**src/rtl/pwmcnt_pkg.sv**
```systemverilog
package pwmcnt_pkg;

    typedef enum logic [2:0] {
        A_COUNT   = 3'd0,
        A_PERIOD  = 3'd1,
        A_THRESH  = 3'd2,
        A_CTRL    = 3'd3,
        A_MODE    = 3'd4
    } reg_addr_e;

    typedef struct packed {
        logic cmp_le;      // bit 1: less-or-equal compare
        logic irq_on_cmp;  // bit 0: interrupt source is the threshold output
    } mode_t;

    function automatic logic cmp_hit(input logic [31:0] cnt,
                                     input logic [31:0] thr,
                                     input logic        le);
        return le ? (cnt <= thr) : (cnt < thr);
    endfunction

endpackage

```
**src/rtl/pwmcnt_sync.sv**
```systemverilog
module pwmcnt_sync #(
    parameter int STAGES = 2
) (
    input  logic clk,
    input  logic rst,
    input  logic din,
    output logic dout
);
    logic [STAGES-1:0] chain_q;

    always_ff @(posedge clk) begin
        if (rst) chain_q <= '0;
        else     chain_q <= {chain_q[STAGES-2:0], din};
    end

    assign dout = chain_q[STAGES-1];
endmodule

```
**src/rtl/pwmcnt_regs.sv**
```systemverilog
module pwmcnt_regs
    import pwmcnt_pkg::*;
#(
    parameter int W  = 8,
    parameter int AW = 3
) (
    input  logic          clk,
    input  logic          rst,
    input  logic [AW-1:0] addr,
    input  logic          wr,
    input  logic          rd,
    input  logic [W-1:0]  wdata,
    input  logic [W-1:0]  count,
    output logic [W-1:0]  rdata,
    output logic [W-1:0]  period,
    output logic [W-1:0]  thresh,
    output logic          run,
    output mode_t         mode,
    output logic          load,
    output logic [W-1:0]  load_val
);
    localparam int MODE_BITS = $bits(mode_t);

    assign load     = wr && (addr == A_PERIOD) && !run;
    assign load_val = wdata;

    always_ff @(posedge clk) begin
        if (rst) begin
            period <= '0;
            thresh <= '0;
            run    <= 1'b0;
            mode   <= '0;
        end else begin
            if (wr && addr == A_PERIOD) period <= wdata;
            if (wr && addr == A_CTRL)   run    <= wdata[0];
            if (wr && addr == A_MODE)   mode   <= mode_t'(wdata[MODE_BITS-1:0]);
            if (wr && addr == A_THRESH)
                thresh <= wdata;
            else if (rd && addr == A_COUNT && !run)
                thresh <= count;
        end
    end

    always_comb begin
        rdata = '0;
        case (addr)
            A_PERIOD: rdata = period;
            A_THRESH: rdata = thresh;
            A_CTRL:   rdata = {{(W-1){1'b0}}, run};
            A_MODE:   rdata = {{(W-MODE_BITS){1'b0}}, mode};
            default:  rdata = '0;
        endcase
    end

    // a stopped count read moves the count into the threshold register
    a_r4_copy: assert property (@(posedge clk) disable iff (rst)
        (rd && !wr && addr == A_COUNT && !run) |=> (thresh == $past(count)));
endmodule

```
**src/rtl/pwmcnt_core.sv**
```systemverilog
module pwmcnt_core #(
    parameter int W = 8
) (
    input  logic         clk,
    input  logic         rst,
    input  logic         tick,
    input  logic         run,
    input  logic         en_s,
    input  logic         cin,
    input  logic [W-1:0] period,
    input  logic         load,
    input  logic [W-1:0] load_val,
    output logic [W-1:0] count,
    output logic         tc
);
    logic zero;
    assign zero = (count == '0);
    assign tc   = run && zero && cin;

    always_ff @(posedge clk) begin
        if (rst)
            count <= '0;
        else if (load)
            count <= load_val;
        else if (tick && run) begin
            if (tc)
                count <= period;
            else if (en_s && cin)
                count <= count - 1'b1;
        end
    end

    a_r3_stopped_hold: assert property (@(posedge clk) disable iff (rst)
        (!run && !load) |=> $stable(count));
    a_r5_step_down: assert property (@(posedge clk) disable iff (rst)
        (run && tick && en_s && cin && !zero) |=> (count == W'($past(count) - 1'b1)));
    a_r6_hold_no_enable: assert property (@(posedge clk) disable iff (rst)
        (run && tick && !en_s && !zero && !load) |=> $stable(count));
    a_r7_reload: assert property (@(posedge clk) disable iff (rst)
        (run && tick && tc && !load) |=> (count == $past(period)));
    a_r11_no_carry: assert property (@(posedge clk) disable iff (rst)
        (run && tick && !cin && !load) |=> $stable(count));
endmodule

```
**src/rtl/pwmcnt_out.sv**
```systemverilog
module pwmcnt_out
    import pwmcnt_pkg::*;
#(
    parameter int W = 8
) (
    input  logic         clk,
    input  logic         rst,
    input  logic         tick,
    input  logic [W-1:0] count,
    input  logic [W-1:0] thresh,
    input  mode_t        mode,
    input  logic         tc,
    output logic         cmp_out,
    output logic         irq
);
    logic tick_d;
    logic sel, sel_q;

    always_ff @(posedge clk) begin
        if (rst) begin
            tick_d  <= 1'b0;
            cmp_out <= 1'b0;
            sel_q   <= 1'b0;
        end else begin
            tick_d <= tick;
            sel_q  <= sel;
            if (tick_d)
                cmp_out <= cmp_hit(32'(count), 32'(thresh), mode.cmp_le);
        end
    end

    assign sel = mode.irq_on_cmp ? cmp_out : tc;
    assign irq = sel && !sel_q;

    a_r9_cmp_only_after_tick: assert property (@(posedge clk) disable iff (rst)
        !tick_d |=> $stable(cmp_out));
    a_r10_irq_single: assert property (@(posedge clk) disable iff (rst)
        irq |=> !irq);
endmodule

```
**src/rtl/pwm_down_counter.sv**
```systemverilog
module pwm_down_counter
    import pwmcnt_pkg::*;
#(
    parameter int W          = 8,
    parameter int AW         = 3,
    parameter int SYNC_DEPTH = 2
) (
    input  logic          clk,
    input  logic          rst,
    input  logic [AW-1:0] bus_addr,
    input  logic          bus_wr,
    input  logic          bus_rd,
    input  logic [W-1:0]  bus_wdata,
    output logic [W-1:0]  bus_rdata,
    input  logic          src_tick,
    input  logic          cnt_en,
    input  logic          carry_in,
    output logic          cmp_out,
    output logic          tc_out,
    output logic          irq
);
    logic [W-1:0] count, period, thresh, load_val;
    logic         run, load, en_s;
    mode_t        mode;

    pwmcnt_sync #(.STAGES(SYNC_DEPTH)) u_sync (
        .clk(clk), .rst(rst), .din(cnt_en), .dout(en_s)
    );

    pwmcnt_regs #(.W(W), .AW(AW)) u_regs (
        .clk(clk), .rst(rst), .addr(bus_addr), .wr(bus_wr), .rd(bus_rd),
        .wdata(bus_wdata), .count(count), .rdata(bus_rdata),
        .period(period), .thresh(thresh), .run(run), .mode(mode),
        .load(load), .load_val(load_val)
    );

    pwmcnt_core #(.W(W)) u_core (
        .clk(clk), .rst(rst), .tick(src_tick), .run(run), .en_s(en_s),
        .cin(carry_in), .period(period), .load(load), .load_val(load_val),
        .count(count), .tc(tc_out)
    );

    pwmcnt_out #(.W(W)) u_out (
        .clk(clk), .rst(rst), .tick(src_tick), .count(count), .thresh(thresh),
        .mode(mode), .tc(tc_out), .cmp_out(cmp_out), .irq(irq)
    );

    // outputs quiet while reset is applied
    a_r1_reset_quiet: assert property (@(posedge clk)
        rst |=> (!cmp_out && !tc_out && !irq));
endmodule

```
**config.mk**
```make
export PLATFORM = sky130hd
export DESIGN_NAME = pwm_down_counter
export DESIGN_NICKNAME = d
export VERILOG_FILES = /design/src/rtl/pwmcnt_pkg.sv /design/src/rtl/pwmcnt_sync.sv /design/src/rtl/pwmcnt_regs.sv /design/src/rtl/pwmcnt_core.sv /design/src/rtl/pwmcnt_out.sv /design/src/rtl/pwm_down_counter.sv
export SDC_FILE = /design/constraint.sdc
export NUM_CORES = 1
export LEC_CHECK = 0
export BUFFER_PORTS_ARGS = -buffer_cell sky130_fd_sc_hd__buf_2
export CAP_MARGIN = 40
export CORE_ASPECT_RATIO = 0.6
export CORE_MARGIN = 4
export CORE_UTILIZATION = 45
export CTS_CLUSTER_SIZE = 14
export DETAILED_ROUTE_END_ITERATION = 16
export GPL_ROUTABILITY_DRIVEN = 0
export PLACE_DENSITY = 0.65
export SLEW_MARGIN = 20
export SYNTH_ARGS = -nofsm -noshare
export SYNTH_HDL_FRONTEND = slang
export SYNTH_SLANG_ARGS = --single-unit
```
**constraint.sdc**
```tcl
create_clock -name clk -period 1.85 [get_ports clk]
set_input_delay 0 -clock clk [delete_from_list [all_inputs] [get_ports clk]]
set_output_delay 0 -clock clk [all_outputs]
set_load 0.005 [all_outputs]
```
==> results.json <==
{
  "finalWirelength_um": 5670,
  "final_cell_mix": "nand2_1 (32), dfxtp_1 (32), nor2_1 (31), buf_2 (28), a21oi_1 (19)",
  "yosysTopAreaCellShare_pct": 33.3,
  "crit_cells": 6,
  "pre_cts_ws_ps": 77.9,
  "hold_path_depth": 3,
  "synth_edf_count": 0,
  "cp.arrival_ps": 1880,
  "antenna_found_initial": 0,
  "via_per_inst": 5.53,
  "outcome": "complete, no violations",
  "clkLatencyLatePin_ps": 280,
  "min-delay-start": "bus_wdata[1]",
  "die_area_sq_mm": 0.00541,
  "clock_skew_ps": 2.57,
  "ir_worst_vdd_uv": 321,
  "yosysUniqueCellTypes": 44,
  "root_buffer": "clkbuf_8",
  "vias": 1914,
  "endpoint_kind": "flop",
  "hold_end": "u_regs.period[1]$_SDFFE_PP0P_",
  "cts_tree": "built",
  "final.min_clock_period_ps": 1690,
  "cellPowerDensity_mw_per_mm2": 625,
  "timing.rr.end": "u_core.count[3]$_SDFFE_PP0P_",
  "synth-xor-area-share_pct": 1.82,
  "worst_slew_pin_slew_ps": 611,
  "gr-total-overflow": 0,
  "reg2regPathDepth": 6,
  "grt_max_degree": 33,
  "maxSlewViolCount": 0,
  "synthArstFlopShare_pct": 0,
  "wire_per_inst_um": 16.4,
  "power_w": 0.00147,
  "regArea_sq_um": 641,
  "max_stage_delay_ps": 400,
  "grt_usage_pct": 22.5,
  "crit_fanout": 7,
  "ant_nets": 0,
  "multiInputGateArea_sq_mm": 0.00118,
  "cts_max_level": 2,
  "fin_area_sq_mm": 0.00235,
  "finalWorstSetupSlack_ps": 158,
  "place_hpwl_um": 4140,
  "fin_tns_setup_ps": 0,
  "dpl.cell_count": 331,
  "start_util_pct": 46.6,
  "clock_path_buffers": 2,
  "synth_compound_area_share_pct": 22.7,
  "hold_class": "primary input to flop",
  "synthMuxAreaShare_pct": 4.82,
  "syn_area_sq_mm": 0.00192,
  "io_pins": 29,
  "nNetsFinal": 313,
  "period_share_pct": 91.5,
  "fillers": 398,
  "cts.sinks": 32,
  "stdcell_count": 346,
  "r2r_setup_slack_ps": 160,
  "synth_top_family_by_area": "simple AND/OR/NAND/NOR gates",
  "synthCells": 240,
  "path_cells": "nor4_4 > nand3_4 > clkinv_4 > nor3_2 > o21a_1 > a2111oi_2",
  "crit_type": "flop to flop",
  "std_cell_rows": 18,
  "synth_ff_type": "dfxtp_1",
  "slew_headroom_pct": 59.2,
  "drc": 0,
  "cts_inserted_buffers": 5,
  "postCtsSetupBuffers": 0,
  "leakage_nw": 0.947,
  "critPathTopFamily": "simple AND/OR/NAND/NOR gates",
  "worstSetupStartpointType": "flop",
  "hold_viol": 0,
  "seq_area_frac_synth_pct": 33.3,
  "yosysTopAreaCell": "dfxtp_1",
  "critPathBufInv": 1,
  "ys_ff_latch": 32,
  "port_buffers": 28,
  "cpMaxStageDelayCell": "nor4_4",
  "synth-simple-area-share_pct": 25.8,
  "synth_area_leaders": "dfxtp_1 (33%), nand2_1 (6.3%), nor2_1 (6.1%), ha_1 (5.9%), a21oi_1 (4.9%)",
  "finalSetupViolCount": 0,
  "synthesis.nets": 267,
  "rr_startpoint": "u_core.count[2]$_SDFFE_PP0P_",
  "path_clk_slew_ps": 60,
  "crit_required_ps": 2040,
  "core_area_sq_mm": 0.00412,
  "synthAdderAreaFrac_pct": 5.86,
  "yosys_warnings": 0,
  "grt_pass1_wl_um": 9240,
  "drt-initial-drc-count": 116,
  "fp.dieH_um": 58.6,
  "firstDrtPassIters": 4,
  "rsz0062_at_grt": "no",
  "synth_area_per_cell_sq_um": 8.01,
  "placed_area_sq_mm": 0.00219,
  "grt_pass1_vias": 1766,
  "die_x_um": 92.4,
  "drv_cap": 0,
  "drive_gt1_share_pct": 21.7,
  "antenna_cells": 0,
  "area.growth.synth_to_final_pct": 22.2,
  "max_freq_mhz": 591
}
## report_power, final
part / switching (W) / total (W) / internal (W)
clock network: 0.000253 / 0.000508 / 0.000255
logic: 0.000129 / 0.000229 / 0.000101
registers: 0.0000209 / 0.000731 / 0.000710
total: 0.000403 / 0.00147 / 0.00107
## cell type report
cell class	instances	share of cell area [%]
Clock inverter	1	0.213
Tap cell	60	3.20
Inverter	13	2.29
Multi-Input combinational cell	184	50.1
Clock buffer	6	3.09
Sequential cell	32	27.3
Timing Repair Buffer	50	13.9
## worst reg2reg max path: stages (launching register included)
cell and delay, ps:
dfxtp_1 380, nor4_4 400, nand3_4 170, clkinv_4 110
nor3_2 50, o21a_1 180, a2111oi_2 310
## worst max-delay path by stage
stage	from	end	slack, ps
2_1_floorplan	u_core.count[2]$_SDFFE_PP0P_	u_core.count[3]$_SDFFE_PP0P_	200
3_3_place_gp	u_core.count[0]$_SDFFE_PP0P_	u_core.count[3]$_SDFFE_PP0P_	160
3_5_place_dp	u_core.count[0]$_SDFFE_PP0P_	u_core.count[3]$_SDFFE_PP0P_	80
4_1_cts	u_core.count[0]$_SDFFE_PP0P_	u_core.count[3]$_SDFFE_PP0P_	70
5_1_grt	u_core.count[2]$_SDFFE_PP0P_	u_core.count[3]$_SDFFE_PP0P_	30
6_report	u_core.count[2]$_SDFFE_PP0P_	u_core.count[3]$_SDFFE_PP0P_	160
## state kept, by name (all words and copies together), names as in the netlist
register	count
u_out.sel_q	1
u_regs.mode	2
u_out.tick_d	1
u_sync.chain_q	2
u_regs.thresh	8
u_regs.period	8
u_core.count	8
u_out.cmp_out	1
u_regs.run	1
## stage by stage
step	utilization, %	hold WS, ps
2_1_floorplan	-	68.9
3_3_place_gp	53.1	215
3_5_place_dp	53.1	218
4_1_cts	56.9	0.215
5_1_grt	57.0	36.2
6_report	57.0	5.32
## cells by family after synthesis
kind of cell | after synthesis
AOI/OAI and AO/OA | 64
DFF | 32
and+or+nand+nor | 98
buffers and inverters | 24
xor gates and xnor gates | 4
adders and majority gates | 9
muxes | 9
## per-layer routing
| metal | track usage, % | wire [um] | vias to the layer above |
|---|---|---|---|
| met5 | 0 | 0 | - |
| met4 | 9.09 | 86 | 0 |
| met3 | 4.60 | 475 | 9 |
| met2 | 30.8 | 2270 | 63 |
| met1 | 34.1 | 2840 | 890 |
| li1 | - | - | 952 |
## Yosys cell counts, types with 2 or more instances
cell / instances
a211oi_1: 11
a21oi_1: 19
a22oi_1: 11
a31o_2: 2
a31oi_1: 3
and2_1: 2
and3_1: 4
buf_2: 2
clkbuf_1: 8
dfxtp_1: 32
ha_1: 9
inv_1: 12
mux2_2: 2
mux2i_1: 7
nand2_1: 32
nand3_1: 6
nand3b_1: 2
nand4_1: 4
nor2_1: 31
nor2b_1: 7
nor3_1: 3
o21a_1: 2
o21ai_0: 5
o31ai_1: 2
xnor2_1: 2
xor2_1: 2
## repair_timing
| item | 4_1_cts | 5_1_grt |
|---|---|---|
| gates resized for setup | 0 | 1 |
| hold buffers | 8 | 0 |
| setup endpoints to repair | 0 | 3 |
| hold endpoints to repair | 8 | 0 |
No activity file was read; power rests on OpenSTA's default activity.
